### src/rtl/alu_lca_pkg.sv
package alu_lca_pkg;
  typedef enum logic [2:0] {
    OP_ADD = 3'd0,
    OP_SUB = 3'd1,
    OP_AND = 3'd2,
    OP_OR  = 3'd3,
    OP_XOR = 3'd4,
    OP_SHL = 3'd5,
    OP_SHR = 3'd6,
    OP_CLR = 3'd7
  } alu_op_e;

  function automatic logic op_is_arith(alu_op_e op);
    return (op == OP_ADD) || (op == OP_SUB);
  endfunction
endpackage

### src/rtl/alu_slice.sv
module alu_slice
  import alu_lca_pkg::*;
(
  input  logic    a_i,
  input  logic    b_i,
  input  logic    c_i,
  input  logic    lo_fill_i,
  input  logic    hi_fill_i,
  input  alu_op_e op_i,
  output logic    g_o,
  output logic    p_o,
  output logic    f_o
);
  logic a_eff;

  assign a_eff = (op_i == OP_SUB) ? ~a_i : a_i;
  assign g_o   = a_eff & b_i;
  assign p_o   = a_eff ^ b_i;

  always_comb begin
    unique case (op_i)
      OP_ADD, OP_SUB: f_o = p_o ^ c_i;
      OP_AND:         f_o = a_i & b_i;
      OP_OR:          f_o = a_i | b_i;
      OP_XOR:         f_o = a_i ^ b_i;
      OP_SHL:         f_o = lo_fill_i;
      OP_SHR:         f_o = hi_fill_i;
      default:        f_o = 1'b0;
    endcase
  end
endmodule

### src/rtl/alu_lca_gen.sv
module alu_lca_gen (
  input  logic g_lo_i,
  input  logic p_lo_i,
  input  logic g_hi_i,
  input  logic p_hi_i,
  input  logic c_i,
  output logic c_mid_o,
  output logic g_o,
  output logic p_o
);
  assign c_mid_o = g_lo_i | (p_lo_i & c_i);
  assign g_o     = g_hi_i | (p_hi_i & g_lo_i);
  assign p_o     = p_hi_i & p_lo_i;
endmodule

### src/rtl/alu_lca_tree.sv
// Heap-indexed tree: node 1 is the root, leaves N..2N-1 map to bits 0..N-1.
module alu_lca_tree #(
  parameter int unsigned N = 8
) (
  input  logic [N-1:0] g_i,
  input  logic [N-1:0] p_i,
  input  logic         c_i,
  output logic [N-1:0] c_bit_o,
  output logic         c_out_o
);
  localparam int unsigned NODES = 2 * N;

  logic [NODES-1:1] g_n;
  logic [NODES-1:1] p_n;
  logic [NODES-1:1] c_n;

  assign c_n[1] = c_i;

  for (genvar i = 0; i < N; i++) begin : g_leaf
    assign g_n[N+i]   = g_i[i];
    assign p_n[N+i]   = p_i[i];
    assign c_bit_o[i] = c_n[N+i];
  end

  for (genvar k = 1; k < N; k++) begin : g_node
    assign c_n[2*k] = c_n[k];
    alu_lca_gen u_gen (
      .g_lo_i (g_n[2*k]),
      .p_lo_i (p_n[2*k]),
      .g_hi_i (g_n[2*k+1]),
      .p_hi_i (p_n[2*k+1]),
      .c_i    (c_n[k]),
      .c_mid_o(c_n[2*k+1]),
      .g_o    (g_n[k]),
      .p_o    (p_n[k])
    );
  end

  assign c_out_o = g_n[1] | (p_n[1] & c_i);
endmodule

### src/rtl/alu_flags.sv
module alu_flags
  import alu_lca_pkg::*;
#(
  parameter int unsigned W = 8
) (
  input  logic [W-1:0] f_i,
  input  logic         c_msb_i,
  input  logic         c_out_i,
  input  alu_op_e      op_i,
  output logic         cf_o,
  output logic         zf_o,
  output logic         sf_o,
  output logic         vf_o
);
  logic arith;

  assign arith = op_is_arith(op_i);
  assign cf_o  = arith & c_out_i;
  assign vf_o  = arith & (c_msb_i ^ c_out_i);
  assign zf_o  = ~|f_i;
  assign sf_o  = f_i[W-1];
endmodule

### src/rtl/alu_lca.sv
module alu_lca
  import alu_lca_pkg::*;
#(
  parameter int unsigned W = 8
) (
  input  logic [W-1:0] a_i,
  input  logic [W-1:0] b_i,
  input  logic [2:0]   fsel_i,
  input  logic         ci_i,
  input  logic         sl_i,
  input  logic         sr_i,
  output logic [W-1:0] f_o,
  output logic         sl_o,
  output logic         sr_o,
  output logic         cf_o,
  output logic         zf_o,
  output logic         sf_o,
  output logic         vf_o,
  output logic [W-2:0] icarry_o
);
  alu_op_e      op;
  logic [W-1:0] g, p, c_bit;
  logic         c_out;

  assign op = alu_op_e'(fsel_i);

  for (genvar i = 0; i < W; i++) begin : g_bit
    logic lo_fill, hi_fill;
    if (i == 0) begin : g_lsb
      assign lo_fill = sl_i;
    end else begin : g_lo
      assign lo_fill = b_i[i-1];
    end
    if (i == W - 1) begin : g_msb
      assign hi_fill = sr_i;
    end else begin : g_hi
      assign hi_fill = b_i[i+1];
    end
    alu_slice u_slice (
      .a_i      (a_i[i]),
      .b_i      (b_i[i]),
      .c_i      (c_bit[i]),
      .lo_fill_i(lo_fill),
      .hi_fill_i(hi_fill),
      .op_i     (op),
      .g_o      (g[i]),
      .p_o      (p[i]),
      .f_o      (f_o[i])
    );
  end

  alu_lca_tree #(.N(W)) u_tree (
    .g_i    (g),
    .p_i    (p),
    .c_i    (ci_i),
    .c_bit_o(c_bit),
    .c_out_o(c_out)
  );

  alu_flags #(.W(W)) u_flags (
    .f_i    (f_o),
    .c_msb_i(c_bit[W-1]),
    .c_out_i(c_out),
    .op_i   (op),
    .cf_o   (cf_o),
    .zf_o   (zf_o),
    .sf_o   (sf_o),
    .vf_o   (vf_o)
  );

  assign sl_o     = b_i[W-1];
  assign sr_o     = b_i[0];
  assign icarry_o = c_bit[W-1:1];
endmodule

### config.mk
export PLATFORM = sky130hd
export DESIGN_NAME = alu_lca
export DESIGN_NICKNAME = d
export VERILOG_FILES = /design/src/rtl/alu_lca_pkg.sv /design/src/rtl/alu_slice.sv /design/src/rtl/alu_lca_gen.sv /design/src/rtl/alu_lca_tree.sv /design/src/rtl/alu_flags.sv /design/src/rtl/alu_lca.sv
export SDC_FILE = /design/constraint.sdc
export NUM_CORES = 1
export LEC_CHECK = 0
export BUFFER_PORTS_ARGS = -buffer_cell sky130_fd_sc_hd__buf_4
export CAP_MARGIN = 20
export CORE_MARGIN = 2
export CORE_UTILIZATION = 40
export DETAILED_ROUTE_END_ITERATION = 6
export PLACE_DENSITY = 0.64
export SKIP_LAST_GASP = 1
export SLEW_MARGIN = 20
export SYNTH_ARGS = -nofsm -noshare
export SYNTH_HDL_FRONTEND = slang
export SYNTH_SLANG_ARGS = --single-unit
### constraint.sdc
create_clock -name vclk -period 10.5
set_clock_uncertainty 0.15 [all_clocks]
set_input_delay 0.525 -clock vclk [all_inputs]
set_output_delay 0.525 -clock vclk [all_outputs]
set_load 0.05 [all_outputs]
* After elaboration in Yosys (flattened, before gate mapping)
Index checks and enable logic that the tools add are counted.
** Operators by class
- Equal/unequal tests :: 6
- Mux-type cells :: 16
- Bitwise logic cells :: 96
- Reduce and logical (&&, ||, !) cells :: 5
** Operators by type and width (count)
- $pmux 1 s6 :: 8
- $and 1x1->1 :: 40
- $xor 1x1->1 :: 25
- $or 1x1->1 :: 23
- $eq 3x3->1 const B :: 3
- $mux 1 :: 8
- $not 1->1 :: 8
- $reduce_or 8->1 :: 1
- $eq 3x2->1 const B :: 2
- $eq 3x1->1 const B :: 1
- $logic_not 3->1 :: 1
- $reduce_or 2->1 :: 1
- $logic_not 1->1 :: 1
- $logic_or 1x1->1 :: 1
** Word-level totals
- Register bits after elaboration :: 0
- Input bits :: 22
- Output and inout port bits :: 21
- Word-level logic and storage cells :: 123

* Logic depth before layout (Yosys ltp)
Gate-level depths: netlist (run 1).
- Depth after elaboration :: 16
- Mapped depth :: 17
- Depth with buffers taken out :: 15

* Modules after synthesis
Synthesis (run 1) repeated with hierarchy kept, for this count alone.
** Unflattened totals
- Cell total of the unflattened synthesis :: 166
- Area total of the unflattened synthesis :: 1247.4 um^2
** By module, submodules not included
- alu_slice (g_bit[0].u_slice ...) :: instances 6, cells an instance 17, area each 127.6 um^2, sequential area each 0.0 um^2
- alu_slice (g_bit[6].u_slice ...) :: instances 2, cells an instance 16, area each 127.6 um^2, sequential area each 0.0 um^2
- alu_lca_gen :: instances 7, cells an instance 3, area each 21.3 um^2, sequential area each 0.0 um^2
- alu_flags :: instances 1, cells an instance 7, area each 47.5 um^2, sequential area each 0.0 um^2
- alu_lca :: instances 1, cells an instance 2, area each 15.0 um^2, sequential area each 0.0 um^2
- alu_lca_tree :: instances 1, cells an instance 2, area each 15.0 um^2, sequential area each 0.0 um^2

* Worst setup path after synthesis (run 1)
Ideal clock, no wire load.
- Path kind :: input port to output port
- From :: in fsel_i[1]
- To :: out zf_o
- Arrival :: 4419 ps
- Data required time :: 9825 ps
- Slack :: 5406 ps
- Cell stages on the path :: 17
- Path buffers :: 3
- Path through :: buf_2 > buf_2 > buf_2 > nor3_4 > xnor2_1 > ha_1 > a21o_1 > nand2_1 > o21ai_0 > nand3_1 > and2_1 > fa_1 > xnor2_1 > a32oi_1 > nand3_1 > nor2_1 > and3_1
** Between the ends
- Cells in the longest elaborated chain, start to end :: 16
- Elaborated cells on any way between the ends :: 75
** RTL lines
- start: declaration :: line alu_lca.sv:8 : input logic [2:0] fsel_i,
- $eq 3x1->1 * :: line alu_slice.sv:16 : assign a_eff = (op_i == OP_SUB) ? ~a_i : a_i;
- $mux 1 :: line alu_slice.sv:16
- $xor 1x1->1 or $and 1x1->1 (tied branches) :: line alu_slice.sv:18, alu_slice.sv:17
- $and 1x1->1 :: line alu_lca_gen.sv:12 : assign g_o = g_hi_i | (p_hi_i & g_lo_i);
- $or 1x1->1 :: line alu_lca_gen.sv:12
- $and 1x1->1 :: line alu_lca_gen.sv:12
- $or 1x1->1 :: line alu_lca_gen.sv:12
- $or 1x1->1 * :: line alu_lca_gen.sv:11 : assign c_mid_o = g_lo_i | (p_lo_i & c_i);
- net g_bit[4].u_slice.c_i :: line alu_slice.sv:6 : input logic c_i,
- [1 not listed]
- $or 1x1->1 * :: line alu_lca_gen.sv:11
- $and 1x1->1 * :: line alu_lca_gen.sv:11
- $or 1x1->1 * :: line alu_lca_gen.sv:11
- $xor 1x1->1 * :: line alu_slice.sv:22 : OP_ADD, OP_SUB: f_o = p_o ^ c_i;
- $pmux 1 s6 * :: line alu_slice.sv:21 : unique case (op_i)
- net sf_o :: line alu_lca.sv:17 : output logic sf_o,
- $reduce_or 8->1 * :: line alu_flags.sv:20 : assign zf_o = ~|f_i;
- $logic_not 1->1 * :: line alu_flags.sv:20
- end: declaration :: line alu_lca.sv:16 : output logic zf_o,
Mark *: on every way through the listed nets, which the timed path passes. The rest lies on a longest branch.

* Worst setup path after layout (run 1)
- From :: in fsel_i[0]
- To :: out zf_o
** Between the ends
- Cells in the longest elaborated chain, start to end :: 16
- Elaborated cells on any way between the ends :: 75
** RTL lines (line)
- $eq 3x1->1 :: alu_slice.sv:16, alu_slice.sv:21
- $mux 1 :: alu_slice.sv:16
- $xor 1x1->1 or $and 1x1->1 (tied branches) :: alu_slice.sv:18, alu_slice.sv:17
- $and 1x1->1 :: alu_lca_gen.sv:12
- $or 1x1->1 :: alu_lca_gen.sv:12
- $and 1x1->1 :: alu_lca_gen.sv:12
- $or 1x1->1 :: alu_lca_gen.sv:12
- $or 1x1->1 :: alu_lca_gen.sv:11
- $and 1x1->1 :: alu_lca_gen.sv:11
- $or 1x1->1 :: alu_lca_gen.sv:11
- $and 1x1->1 :: alu_lca_gen.sv:11
- $or 1x1->1 :: alu_lca_gen.sv:11
- $xor 1x1->1 :: alu_slice.sv:22
- $pmux 1 s6 :: alu_slice.sv:21
- $reduce_or 8->1 * :: alu_flags.sv:20
- $logic_not 1->1 * :: alu_flags.sv:20
Every way passes the cells marked *; elsewhere a longest branch is shown, timed or not.

==> summary.txt, run 1 <==
Layout
  – Share of layout cells above drive strength 1: 24.7%
  – Total Nets Final: 246
  – Most frequent cells in the layout: buf_4, ha_1, inv_1
  – Fill count: 328
  – Syn-to-layout area delta: 15.5%
  – Clock buffers: 0
  – Most common cell after layout, fill and taps aside: buf_4
  – Seq Cell Count: 0
  – FF+latch area: 0 um^2
  – N_diodes: 0

Critical path
  – Critical Path Source Type: input pin
  – Critical Path AT: 4440 ps
  – Worst Path Required: 9830 ps
  – CP Buf/Inv Count: 3
  – Crit path depth: 17
  – Crit path kind: in -> out
  – Worst path slowest cell: o21ai_0
  – CP delay by family, top: compound AO/OA/AOI/OAI gates
  – Critical-path cell list: buf_4 -> inv_1 -> nor3_4 -> xnor2_1 -> ha_1 -> a21o_1 -> nand2_1 -> o21ai_0 -> nand3_1 -> and2_1 -> fa_1 -> nor2_1 -> a311oi_1 -> o22ai_1 -> a221oi_2 -> and3_1 -> buf_4
  – Worst setup EP type: primary output
  – Worst-path fanout max: 26
  – Crit path top cell by count: buf_4
  – Slowest stage delay, CP: 500 ps

Detailed routing
  – Iter 0 DRT Violations: 38
  – Remaining DRCs: 0
  – Overall routed net length: 2940 um
  – Avg WL per Cell: 12.4 um
  – Vias per cell: 5.09
  – Antenna Violating Nets Remaining: 0
  – Via count: 1,212
  – Pre-antenna DRT Iters: 5

Synth
  – Cells after synthesis: 176
  – Share of the yosys chip area belonging to registers: 0%
  – Post-synth cell types: 39
  – Area contributors post-synth: ha_1, buf_4, xnor2_1
  – YS warnings: 0
  – Syn Std Cell Area: 1330 um^2
  – Syn Nets: 226
  – Yosys top cell area share: 22.7%
  – Avg Synthesized Cell Area: 7.53 um^2
  – Leading area contributor after synthesis: ha_1

Job
  – Maxcap violations: 0

Global routing
  – Initial antenna violation count: 0
  – GRT Total Usage: 16.2%
  – First-pass GRT wire length: 4800 um
  – Largest net degree at the start of global routing: 28
  – Vias in the first global route: 1,122
  – Total grt overflow: 0

Floorplan
  – Core Footprint: 3100 um^2
  – Die W: 61.6 um
  – Initial Util: 42.7%
  – Die Area: 3790 um^2
  – Die H: 61.6 um
  – Core Rows: 20
  – I/O pins: 43

Timing
  – Final setup viols: 0
  – Min Clock Period, post-route: 5110 ps
  – Fin. Hold Viols: 0
  – Setup TNS: 0 ps
  – Final hold slack: 1200 ps
  – Fmax: 0.196 GHz
  – Slew Limit Headroom: 58.2%
  – Final Max Slew Viols: 0
  – RSZ-0062 raised after global routing: false
  – Worst Tran Pin Value: 621 ps
  – Final period util: 48.7%

Placed design
  – Placer Congestion: 0.809
  – IO buf count: 43
  – DPL Wire Length: 2440 um

Power and ir drop
  – Final Power: 0.000120 W
  – Pwr/cell area: 78.6 nW/um^2
  – Max IR drop VDD: 0.0362 mV
  – Leakage Power: 0.790 nW

CTS
  – Post-CTS Setup Bufs: 0
  – CTS hold repair buffers: 0
  – # resized after CTS: 0

Worst hold path
  – Hold path cells: 2
  – Tightest Hold Check Type: in -> out

Run status
  – Outcome: finished, final reports clean
metal layers:
metal	part of all wire [%]	up-vias	global-route usage (%)
li1	-	616	-
met1	46	571	22.1
met2	51	25	30.5
met3	2.9	0	0
met4	0	0	0
met5	0	-	0
report_power, final:
part           switching, W  internal (W)
Clock                     0             0
Combinational     0.0000765     0.0000437
Sequential                0             0
metrics by stage:
step / worst slack (ps) / utilization (%) / cells / area (um^2)
detailed placement: 5370 / 49.3 / 238 / 1530
global placement: 5450 / 49.3 / 238 / 1530
finish: 5390 / 49.3 / 238 / 1530
global route: 5060 / 49.3 / 238 / 1530
floorplan: 5410 / - / 176 / 1330
CTS: 5370 / 49.3 / 238 / 1530
final timing paths:
path	startpoint	end	slack, ps
max	fsel_i[0]	zf_o	5390
min	b_i[0]	sr_o	1200
cells by family after synthesis:
family | after synthesis | synth area share (%)
compound gates | 35 | 18.8
xor+xnor | 12 | 7.93
fa+ha+maj | 28 | 28.7
buf+inv | 48 | 19.5
mux | 9 | 6.99
simple gates | 44 | 18.0
cells in the mapped netlist (all sizes together):
library cell	instances
a211o	1
o211a	1
and2	4
clkbuf	1
mux2	2
a211oi	1
inv	23
buf	24
nand3	3
o221ai	2
a21oi	10
a21o	2
o22ai	1
o21ai	5
nand2b	3
nor3	2
a32oi	1
nand2	13
nor2b	5
ha	24
fa	4
mux2i	7
o211ai	2
and3	1
a22oi	3
a311o	2
nand3b	5
nor2	6
or2	2
xor2	1
a221oi	1
o311a	1
xnor2	11
a311oi	1
o31a	1
layout make-up:
class / count / area [um^2] / area share, %
Timing Repair Buffer: 43 / 323 / 21.1
Inverter: 23 / 86.3 / 5.64
Tap cell: 44 / 55.1 / 3.60
Multi-Input combinational cell: 128 / 1070 / 69.7
No activity file was read; power rests on OpenSTA's default activity.
==> run 2, diff against run 1 <==
--- a/config.mk
+++ b/config.mk
@@ -10,7 +10,7 @@
 export CORE_MARGIN = 2
 export CORE_UTILIZATION = 40
 export DETAILED_ROUTE_END_ITERATION = 6
-export PLACE_DENSITY = 0.64
+export PLACE_DENSITY = 0.67
 export SKIP_LAST_GASP = 1
 export SLEW_MARGIN = 20
 export SYNTH_ARGS = -nofsm -noshare
==> constraint.sdc (replaced) <==
create_clock -name vclk -period 4.5
set_clock_uncertainty 0.15 [all_clocks]
set_input_delay 0.225 -clock vclk [all_inputs]
set_output_delay 0.225 -clock vclk [all_outputs]
set_load 0.05 [all_outputs]
==> run 2 against run 1 <==
Total power grew 140%. Worst setup slack lost 5000 ps. Sequential share of layout area is the same. Via count shrank 0.58%. Global-route usage grew 0.19 points. Sequential cell count is the same. Core utilization grew 0.36 points. Non-clock buffer count grew 1. Count of clock-buffer cells in the layout is the same. Die area is the same. Wire length grew 4.3%.
==> summary.txt, run 2 (same netlist as run 1, synthesis figures left out) <==
Critical path
  – Worst Path Required: 4120 ps
  – Crit path kind: in -> out
  – Critical Path AT: 3750 ps
  – Critical-path cell list: buf_4 -> inv_1 -> nor3_4 -> xnor2_1 -> ha_1 -> a21o_1 -> a21oi_1 -> o21ai_2 -> fa_1 -> nor2b_1 -> a311o_1 -> a211o_1 -> a221oi_2 -> and3_1 -> buf_4
  – Worst-path fanout max: 26
  – CP delay by family, top: compound AO/OA/AOI/OAI gates
  – Worst path slowest cell: fa_1
  – Critical Path Source Type: input pin
  – Worst setup EP type: primary output
  – Crit path depth: 15
  – CP Buf/Inv Count: 3
  – Slowest stage delay, CP: 430 ps
  – Crit path top cell by count: buf_4

Detailed routing
  – Overall routed net length: 3070 um
  – Avg WL per Cell: 12.8 um
  – Via count: 1,205
  – Iter 0 DRT Violations: 31
  – Antenna Violating Nets Remaining: 0
  – Vias per cell: 5.04
  – Remaining DRCs: 0
  – Pre-antenna DRT Iters: 4

Global routing
  – First-pass GRT wire length: 4950 um
  – Largest net degree at the start of global routing: 28
  – Total grt overflow: 0
  – Initial antenna violation count: 0
  – Vias in the first global route: 1,143
  – GRT Total Usage: 16.4%

Layout
  – Final std cells w/o fill: 239
  – FF+latch area: 0 um^2
  – Seq Cell Count: 0
  – Share of layout cells above drive strength 1: 25.6%
  – Most common cell after layout, fill and taps aside: buf_4
  – Syn-to-layout area delta: 16.3%
  – Clock buffers: 0
  – N_diodes: 0
  – Most frequent cells in the layout: buf_4, ha_1, inv_1
  – Finished Core Util: 49.7%
  – Total Nets Final: 247

Timing
  – Final Max Slew Viols: 0
  – Final period util: 91.8%
  – Setup TNS: 0 ps
  – Worst Tran Pin Value: 424 ps
  – Fmax: 0.242 GHz
  – Slew Limit Headroom: 71.7%
  – RSZ-0062 raised after global routing: false
  – Fin. Hold Viols: 0
  – Min Clock Period, post-route: 4130 ps
  – Final setup viols: 0

Power and ir drop
  – Sequential power share: 0%
  – Pwr/cell area: 185 nW/um^2
  – Sw Pwr: 0.000182 W
  – Leakage Power: 0.797 nW
  – Internal power: 0.000104 W
  – Max IR drop VDD: 0.0704 mV
  – Comb pwr share: 100.0%
  – Clk pwr share: 0%
  – Sw frac: 63.7%

Floorplan
  – Core Rows: 20
  – Die Area: 3790 um^2
  – Die H: 61.6 um
  – Core Footprint: 3100 um^2
  – Die W: 61.6 um
  – Initial Util: 42.7%
  – I/O pins: 43

Worst hold path
  – Tightest Hold Check Type: in -> out
  – Hold path cells: 2

Placed design
  – Placer Congestion: 0.794
  – IO buf count: 43
  – Placed insts: 239
  – DPL Wire Length: 2530 um

Run status
  – Outcome: finished, final reports clean

Job
  – Maxcap violations: 0

CTS
  – Post-CTS Setup Bufs: 0
  – CTS hold repair buffers: 0
## run 2: changes by cell type in the layout (fill, tap and decap cells not counted), sizes merged
cell / before / now
buf: 43 / 44
## run 2: per-stage QoR
step / hold WS [ps] / total power (W) / worst slack, ps / instance area (um^2)
after CTS: 610 / 0.000285 / 137 / 1540
after global routing: 622 / 0.000310 / 90.6 / 1540
after global placement: 606 / 0.000280 / 237 / 1540
after floorplan: 467 / 0.000232 / 6.43 / 1330
after detailed placement: 613 / 0.000284 / 164 / 1540
final: 606 / 0.000285 / 371 / 1540
## run 2: final timing paths
path	from	to	slack [ps]
max	fsel_i[0]	zf_o	370
min	b_i[0]	sr_o	610
## run 2: metal layers
| metal | global-route usage, % | wire (um) | vias to the layer above |
|---|---|---|---|
| li1 | - | - | 618 |
| met1 | 22.3 | 1420 | 556 |
| met2 | 29.9 | 1510 | 29 |
| met3 | 0.420 | 114 | 2 |
| met4 | 1.52 | 21 | 0 |
| met5 | 0 | 0 | - |
## run 2: area by class of cell
cell class / instances / area (um^2)
well taps: 44 / 55.1
repair buffers: 44 / 330
inverters: 23 / 86.3
fillers: 337 / 1560
multi-input cells: 128 / 1070
## run 2: power groups by stage
stage	registers (W)	logic, W	clock network, W
2_1_floorplan	0	0.000232	0
3_3_place_gp	0	0.000280	0
3_5_place_dp	0	0.000284	0
4_1_cts	0	0.000285	0
5_1_grt	0	0.000310	0
6_report	0	0.000285	0
## run 2: what timing repair did
item / 4_1_cts / 5_1_grt
endpoints found under the hold margin: 0 / 0
endpoints found under the setup margin: 0 / 1
resized for setup: 0 / 2
==> run 3, diff against run 2 <==
--- a/config.mk
+++ b/config.mk
@@ -5,12 +5,13 @@
 export SDC_FILE = /design/constraint.sdc
 export NUM_CORES = 1
 export LEC_CHECK = 0
+export ABC_AREA = 1
 export BUFFER_PORTS_ARGS = -buffer_cell sky130_fd_sc_hd__buf_4
 export CAP_MARGIN = 20
 export CORE_MARGIN = 2
 export CORE_UTILIZATION = 40
 export DETAILED_ROUTE_END_ITERATION = 6
-export PLACE_DENSITY = 0.67
+export PLACE_DENSITY = 0.66
 export SKIP_LAST_GASP = 1
 export SLEW_MARGIN = 20
 export SYNTH_ARGS = -nofsm -noshare
==> run 3 against run 2 <==
Core utilization down 2.1 points. Die area up 5.5%. Global-route usage up 0.39 points. Combinational power down 2%.
==> summary.txt, run 3 <==
Worst hold path
  – Hold path cells: 2
  – Tightest Hold Check Type: in -> out
  – Hold_sp: b_i[7]
  – Min-Delay Endpoint: sl_o

Detailed routing
  – Iter 0 DRT Violations: 84
  – Pre-antenna DRT Iters: 4
  – Vias per cell: 4.72
  – Antenna Violating Nets Remaining: 0
  – Top routing layer used: met3
  – Overall routed net length: 3300 um
  – Remaining DRCs: 0
  – Routed length on met1: 1680 um
  – Met2 wire length: 1460 um
  – WL met3: 167 um
  – Via count: 1,415
  – Avg WL per Cell: 11.0 um

Power and ir drop
  – Leakage Power: 0.976 nW
  – Comb pwr share: 100.0%
  – Internal power: 0.0000907 W
  – Pwr/cell area: 175 nW/um^2
  – Final Power: 0.000280 W
  – Max IR drop VDD: 0.0912 mV
  – Sw Pwr: 0.000190 W
  – Sequential power share: 0%
  – Clk pwr share: 0%
  – Sw frac: 67.7%

Placed design
  – Place WS: 666 ps
  – IO buf count: 43
  – DPL Wire Length: 2780 um
  – Placer Congestion: 0.839

Synth
  – Leading area contributor after synthesis: ha_1
  – Syn Nets: 285
  – Area contributors post-synth: ha_1, nand2_1, inv_1
  – Post-synth cell types: 23
  – Yosys top cell area share: 21.4%
  – Cells after synthesis: 235
  – Share of the yosys chip area belonging to registers: 0%
  – Post-synth top cells: nand2_1, inv_1, ha_1
  – Syn Std Cell Area: 1400 um^2
  – YS warnings: 0
  – Most common cell in the synthesized netlist: nand2_1
  – Avg Synthesized Cell Area: 5.97 um^2

Critical path
  – Critical-path cell list: buf_4 -> nor2_4 -> nand2_2 -> xor2_1 -> inv_1 -> ha_1 -> nand2_1 -> o21bai_1 -> nand2_1 -> a21oi_1 -> nor2_1 -> fa_1 -> inv_1 -> nand2_1 -> nand3_1 -> nand2_1 -> inv_1 -> nand2_1 -> nor2_1 -> nand2_1 -> nor2_1 -> buf_4
  – Critical path launch point: fsel_i[2]
  – Worst path slowest cell: fa_1
  – Worst-path fanout max: 29
  – Slowest stage delay, CP: 380 ps
  – Worst setup EP type: primary output
  – Worst Path Required: 4120 ps
  – CP Buf/Inv Count: 5
  – Crit path kind: in -> out
  – Crit path top cell by count: nand2_1
  – Critical Path Source Type: input pin
  – CP delay by family, top: simple AND/OR/NAND/NOR gates
  – Critical Path AT: 3450 ps

Floorplan
  – Initial Util: 41.7%
  – Core Footprint: 3360 um^2
  – I/O pins: 43
  – Die W: 63.2 um
  – Core Rows: 21
  – Die H: 63.2 um
  – Die Area: 4000 um^2

Job
  – Maxcap violations: 0

Timing
  – Fmax: 0.261 GHz
  – Fin. Hold Viols: 0
  – Worst Tran Pin Value: 411 ps
  – Final setup viols: 0
  – Setup ws final: 672 ps
  – RSZ-0062 raised after global routing: false
  – Final Max Slew Viols: 0
  – Min Clock Period, post-route: 3830 ps
  – Final period util: 85.1%
  – Slew Limit Headroom: 72.5%
  – Final hold slack: 606 ps
  – Setup TNS: 0 ps

Layout
  – Clock buffers: 0
  – Most common cell after layout, fill and taps aside: nand2_1
  – Most frequent cells in the layout: nand2_1, buf_4, inv_1
  – Fill count: 406
  – Finished Core Util: 47.5%
  – N_diodes: 0
  – Area of the multi-input gates: 1060 um^2
  – Syn-to-layout area delta: 14.0%
  – Total Nets Final: 306
  – Share of layout cells above drive strength 1: 19.7%
  – Seq Cell Count: 0
  – FF+latch area: 0 um^2

Global routing
  – Vias in the first global route: 1,257
  – Largest net degree at the start of global routing: 30
  – Initial antenna violation count: 0
  – GRT Total Usage: 16.8%
  – Total grt overflow: 0
  – First-pass GRT wire length: 5660 um

CTS
  – CTS hold repair buffers: 0
  – Post-CTS Setup Bufs: 0
  – # resized after CTS: 0

Run status
  – Outcome: finished, final reports clean
-- run 3: cell count changes in the layout (fill, tap and decap cells not counted), moves of 11 or more --
cell / change
nand2_1: +47
inv_1: +18
nand4_1: +18
nor2_1: +14
nand3_1: +12
xnor2_1: -11
-- run 3: worst max path at each step --
stage	to	cells after the start
final	zf_o	22
after global routing	zf_o	22
after CTS	zf_o	22
after detailed placement	zf_o	22
after global placement	zf_o	22
after floorplan	zf_o	21
-- run 3: routing by layer --
layer / GRT usage [%] / up-vias
li1: - / 762
met1: 25.5 / 619
met2: 26.7 / 34
met3: 1.61 / 0
met4: 1.09 / 0
met5: 0 / -
-- run 3: logic make-up after synthesis --
family                     synth area share, %
xor gates and xnor gates                  5.00
adders and majority gates                 27.1
AOI/OAI and AO/OA                         5.00
buffers and inverters                     24.6
and+or+nand+nor                           38.3
-- run 3: per-stage QoR --
stage,cell area (um^2),instances
2_1_floorplan,1400,235
3_3_place_gp,1600,300
3_5_place_dp,1600,300
4_1_cts,1600,300
5_1_grt,1600,300
6_report,1600,300
-- run 3: layout make-up --
class                      instances  share of cell area, %
multi-input combinational        168                   66.1
inverter                          43                   10.1
tap                               46                   3.60
timing repair buffer              43                   20.2
-- run 3: power by group through the flow --
stage               clock network (W)  registers, W  logic, W
global route                        0             0  0.000308
CTS                                 0             0  0.000282
detailed placement                  0             0  0.000281
global placement                    0             0  0.000281
finish                              0             0  0.000280
floorplan                           0             0  0.000231
